===== src/rtl/vtev_pkg.sv =====
package vtev_pkg;

    localparam int NSRC     = 6;
    localparam int STAT_LSB = 16;
    localparam int WORD_W   = 32;

    typedef enum int unsigned {
        SRC_TE      = 0,
        SRC_VS_RISE = 1,
        SRC_VS_FALL = 2,
        SRC_DE_RISE = 3,
        SRC_DE_FALL = 4,
        SRC_EOF     = 5
    } src_e;

    typedef logic [NSRC-1:0] src_vec_t;

    typedef struct packed {
        logic rise;
        logic fall;
    } edge_t;

    // Reserved positions are filled with zeros.
    function automatic logic [WORD_W-1:0] pack_word(src_vec_t stat, src_vec_t en);
        logic [WORD_W-1:0] w;
        w = '0;
        w[STAT_LSB +: NSRC] = stat;
        w[0 +: NSRC]        = en;
        return w;
    endfunction

endpackage


===== src/rtl/vtev_edge_det.sv =====
module vtev_edge_det
    import vtev_pkg::*;
(
    input  logic  clk,
    input  logic  rst,
    input  logic  sig_i,
    output edge_t ev_o
);
    logic prev_q;

    always_ff @(posedge clk) begin
        if (rst) prev_q <= 1'b0;
        else     prev_q <= sig_i;
    end

    assign ev_o.rise = sig_i & ~prev_q;
    assign ev_o.fall = ~sig_i & prev_q;
endmodule


===== src/rtl/vtev_te_sync.sv =====
module vtev_te_sync #(
    parameter int SYNC_STAGES = 2
) (
    input  logic clk,
    input  logic rst,
    input  logic te_i,
    output logic te_rise_o
);
    logic [SYNC_STAGES-1:0] sync_q;
    logic                   last_q;

    always_ff @(posedge clk) begin
        if (rst) begin
            sync_q <= '0;
            last_q <= 1'b0;
        end else begin
            sync_q <= (sync_q << 1) | SYNC_STAGES'(te_i);
            last_q <= sync_q[SYNC_STAGES-1];
        end
    end

    assign te_rise_o = sync_q[SYNC_STAGES-1] & ~last_q;
endmodule


===== src/rtl/vtev_eof_track.sv =====
module vtev_eof_track #(
    parameter int ACTIVE_LINES = 1080
) (
    input  logic clk,
    input  logic rst,
    input  logic vs_rise_i,
    input  logic de_fall_i,
    output logic eof_o
);
    localparam int CW = $clog2(ACTIVE_LINES + 1);
    localparam logic [CW-1:0] LAST = CW'(ACTIVE_LINES - 1);
    localparam logic [CW-1:0] SAT  = CW'(ACTIVE_LINES);

    logic [CW-1:0] line_q;

    always_ff @(posedge clk) begin
        if (rst)                          line_q <= '0;
        else if (vs_rise_i)               line_q <= '0;
        else if (de_fall_i && line_q != SAT) line_q <= line_q + 1'b1;
    end

    assign eof_o = de_fall_i && !vs_rise_i && (line_q == LAST);
endmodule


===== src/rtl/vtev_stat_reg.sv =====
module vtev_stat_reg
    import vtev_pkg::*;
(
    input  logic     clk,
    input  logic     rst,
    input  src_vec_t evt_i,
    input  logic     wr_i,
    input  src_vec_t wr_en_i,
    input  src_vec_t wr_clr_i,
    output src_vec_t stat_o,
    output src_vec_t en_o,
    output logic     irq_o
);
    src_vec_t stat_q, en_q, clr_mask;

    assign clr_mask = wr_i ? wr_clr_i : '0;

    always_ff @(posedge clk) begin
        if (rst) begin
            stat_q <= '0;
            en_q   <= '0;
        end else begin
            if (wr_i) en_q <= wr_en_i;
            stat_q <= (stat_q & ~clr_mask) | evt_i;
        end
    end

    assign stat_o = stat_q;
    assign en_o   = en_q;
    assign irq_o  = |(stat_q & en_q);
endmodule


===== src/rtl/vtev_irq_ctrl.sv =====
module vtev_irq_ctrl
    import vtev_pkg::*;
#(
    parameter int ACTIVE_LINES = 1080,
    parameter int SYNC_STAGES  = 2
) (
    input  logic        clk,
    input  logic        rst,
    input  logic        vid_de,
    input  logic        vid_vs,
    input  logic        te_async,
    input  logic        reg_wr,
    input  logic [31:0] reg_wdata,
    output logic [31:0] reg_rdata,
    output logic        irq_o
);
    edge_t    de_ev, vs_ev;
    logic     te_rise, eof;
    src_vec_t evt, stat, en;
    logic     unused_wbits;

    vtev_edge_det u_de_edge (.clk(clk), .rst(rst), .sig_i(vid_de), .ev_o(de_ev));
    vtev_edge_det u_vs_edge (.clk(clk), .rst(rst), .sig_i(vid_vs), .ev_o(vs_ev));

    vtev_te_sync #(.SYNC_STAGES(SYNC_STAGES)) u_te (
        .clk(clk), .rst(rst), .te_i(te_async), .te_rise_o(te_rise)
    );

    vtev_eof_track #(.ACTIVE_LINES(ACTIVE_LINES)) u_eof (
        .clk(clk), .rst(rst), .vs_rise_i(vs_ev.rise), .de_fall_i(de_ev.fall), .eof_o(eof)
    );

    always_comb begin
        evt              = '0;
        evt[SRC_TE]      = te_rise;
        evt[SRC_VS_RISE] = vs_ev.rise;
        evt[SRC_VS_FALL] = vs_ev.fall;
        evt[SRC_DE_RISE] = de_ev.rise;
        evt[SRC_DE_FALL] = de_ev.fall;
        evt[SRC_EOF]     = eof;
    end

    vtev_stat_reg u_reg (
        .clk(clk), .rst(rst), .evt_i(evt), .wr_i(reg_wr),
        .wr_en_i(reg_wdata[0 +: NSRC]), .wr_clr_i(reg_wdata[STAT_LSB +: NSRC]),
        .stat_o(stat), .en_o(en), .irq_o(irq_o)
    );

    assign reg_rdata    = pack_word(stat, en);
    assign unused_wbits = ^{reg_wdata[31:22], reg_wdata[15:6]};
endmodule


===== config.mk =====
export PLATFORM = sky130hd
export DESIGN_NAME = vtev_irq_ctrl
export DESIGN_NICKNAME = d
export VERILOG_FILES = /design/src/rtl/vtev_pkg.sv /design/src/rtl/vtev_edge_det.sv /design/src/rtl/vtev_te_sync.sv /design/src/rtl/vtev_eof_track.sv /design/src/rtl/vtev_stat_reg.sv /design/src/rtl/vtev_irq_ctrl.sv
export SDC_FILE = /design/constraint.sdc
export NUM_CORES = 1
export LEC_CHECK = 0
export BUFFER_PORTS_ARGS = -buffer_cell sky130_fd_sc_hd__buf_2
export CELL_PAD_IN_SITES_DETAIL_PLACEMENT = 0
export CELL_PAD_IN_SITES_GLOBAL_PLACEMENT = 2
export CORE_MARGIN = 3
export CORE_UTILIZATION = 27
export CTS_CLUSTER_SIZE = 8
export DETAILED_ROUTE_END_ITERATION = 10
export PLACE_DENSITY_LB_ADDON = 0.1
export SLEW_MARGIN = 20
export SYNTH_ARGS = -nofsm -noshare
export SYNTH_HDL_FRONTEND = slang
export SYNTH_HIERARCHICAL = 1
export SYNTH_SLANG_ARGS = --single-unit

===== constraint.sdc =====
create_clock -name clk -period 4 [get_ports clk]
set_clock_uncertainty 0.2 [all_clocks]
set_input_delay 0.2 -clock clk [delete_from_list [all_inputs] [get_ports clk]]
set_output_delay 0.2 -clock clk [all_outputs]
set_load 0.03 [all_outputs]

==> metrics.cfg <==
[sta]
fmax_ghz = 0.461
final_max_slew_viol_count = 0
hold_viol = 0
holdWs_ns = 0.0443
layout_worst_path_cycle_share = 0.542
setup_violations = 0
layout_setup_ws_ns = 1.83
final.setup.tns_ns = 0
rsz0062_at_grt = no
period_needed_ns = 2.17

[detailed_routing]
vias_per_cell = 4.47
wl_um = 3110
drc = 0
first_pass_iters = 4
drt_iter0_drc = 30
final_antenna_net_count = 0
vias = 1148
wl_per_cell_um = 12.1

[critical_path]
startpoint_type = input port
path_cells = dlygate4sd3_1 > buf_2 > nor2b_1 > buf_4 > nand2_1 > or4b_2 > nor3_1 > o21ba_2
crit_buf_inv = 3
cp.arrival_ns = 2.20
crit_path_end_kind = flip-flop
crit_slowest_cell = or4b_2
critPathTopFamily = simple AND/OR/NAND/NOR gates
cp_max_fo = 10
cpPeakStageDelay_ns = 0.61
critPathRequiredTime_ns = 4.03
crit_type = input port to flip-flop

[min_path]
hold_path_class = input port to flip-flop

[synthesis]
synth.avg_cell_area_um2 = 9.45
synth_edf_count = 0
syn_inst = 151
ys_seq_elements = 28
synth_ff_type = dfxtp_1
syn-cell-area_um2 = 1430
yosysWarnings = 6
seq_area_frac_synth = 0.393
synth_cell_types = 40
synthArstFlopShare = 0

[clock_network]
cts_tree = done
cts_made_buffers = 3
htree_levels = 1
cts-root-buf = clkbuf_8
worst_skew_pair.late_latency_ns = 0.27
cts_buffer_depth = 2
path_clk_slew_ns = 0.10
cts.sinks = 28
post_cts_buffers = 0
postCtsResizedCells = 0

[global_route]
grtUsageMet3 = 0.0272
grt_max_degree = 24
met2_usage = 0.177
grt_pass1_wl_um = 5100
grt_overflow = 0
antenna_found_initial = 0
grt_pass1_vias = 1090
grt_busiest_layer = met2
track_usage = 0.102
grt_util_met1 = 0.126

[power]
p_per_area_nw_per_um2 = 331
max-vdd-ir-drop_mv = 0.142
p_leak_nw = 0.723
power_uw = 566

[die]
core-area_um2 = 4910
ios = 71
dieArea_um2 = 6200
fp-row-count = 25
die_width_um = 78.7
start_util = 0.291
dieHeight_um = 78.7

[flow_run]
cap_viol_max_count = 0

[layout]
final_common_cell = buf_2
fillCellCount = 534
finalNetCount = 231
area_growth_syn_to_layout_pct = 19.8
multi_input_area_um2 = 752
ff_latch_area_um2 = 561
layout_common_cells = 30 x buf_2, 28 x dfxtp_1, 20 x conb_1
drive_above_1_share = 0.258
num_antenna_cells = 0

[placement]
dpl.hpwl_um = 2280
gp_congestion = 0.698
port_buffers = 30
pre_cts_ws_ns = 2.02

[outcome]
status = finished, final reports clean

==> repair_timing <==
action                                  4_1_cts  5_1_grt
endpoints found under the setup margin        0        0
endpoints found under the hold margin         9        0
hold buffers                                  9        0
==> tightest hold or removal path, stage by stage <==
cell	delay (ns)
buf_2	0.08
a21boi_2	0.05
o21ba_1	0.15
==> through the flow <==
stage | cell area (µm²) | utilization | std cells
3_3_place_gp | 1570 | 0.319 | 244
6_report | 1710 | 0.348 | 257
4_1_cts | 1710 | 0.348 | 257
5_1_grt | 1710 | 0.348 | 257
2_1_floorplan | 1500 | - | 170
3_5_place_dp | 1570 | 0.319 | 244
==> layer usage <==
| metal | part of all wire | wire, µm |
|---|---|---|
| met1 | 0.44 | 1380 |
| met4 | 0.0074 | 23 |
| met2 | 0.50 | 1540 |
| met3 | 0.051 | 158 |
| met5 | 0 | 0 |
==> final timing paths <==
path	start	cells after the start	slack, ns	to
max	vid_de	8	1.83	u_reg/stat_o[5]$_SDFF_PP0_
min	reg_wdata[19]	3	0.04	u_reg/stat_o[3]$_SDFF_PP0_
max reg2reg	u_eof/line_q[0]$_SDFFE_PP0P_	5	1.99	u_reg/stat_o[5]$_SDFF_PP0_
min reg2reg	u_te/sync_q[0]$_SDFF_PP0_	1	0.25	u_te/sync_q[1]$_SDFF_PP0_
==> synth_stat cells (2+ instances only) <==
master     n  area share
a22oi_1    3       0.016
nor2_1     9       0.024
a21boi_2   4       0.032
ha_1       2       0.018
a21oi_1    6       0.021
o21ai_0    4       0.014
nor2b_1    9       0.039
inv_1      3      0.0079
nand4_1    4       0.018
or4_1      4       0.021
a21boi_0   2       0.011
nand3_1    6       0.021
o31ai_1    3       0.016
or3_1      3       0.013
nor4b_1    2       0.012
mux2i_1    7       0.049
o21ba_1    4       0.028
nand2_1    5       0.013
buf_2      2      0.0070
nor3_1     2      0.0070
dfxtp_1   28        0.39
buf_4     20        0.11
o21ba_2    2       0.014
==> cell families after synthesis <==
group / share of synthesized area
adders and majority gates: 0.0175
DFF: 0.393
xor gates and xnor gates: 0.0123
buffers and inverters: 0.131
other: 0.00263
AOI/OAI and AO/OA: 0.164
muxes: 0.0491
and+or+nand+nor: 0.231
==> flip-flops by register name (all words and copies together), names as in the netlist <==
signal	count
u_vs_edge/prev_q	1
u_eof/line_q	11
u_reg/stat_o	6
u_te/sync_q	2
u_te/last_q	1
u_de_edge/prev_q	1
u_reg/en_o	6
==> report_power, final <==
group          switching [mW]  total (mW)  internal, mW
registers             0.00666       0.295         0.288
logic                  0.0625      0.0935        0.0310
clock network          0.0898       0.178        0.0882
total                   0.159       0.566         0.407
==> cell type report <==
class                      instances  area share
inverter                           3     0.00658
clock buffer                       4      0.0322
timing repair buffer              40       0.145
tap                               67      0.0490
multi-input combinational        115       0.440
sequential                        28       0.328
Power figures use the tool's default switching activity.
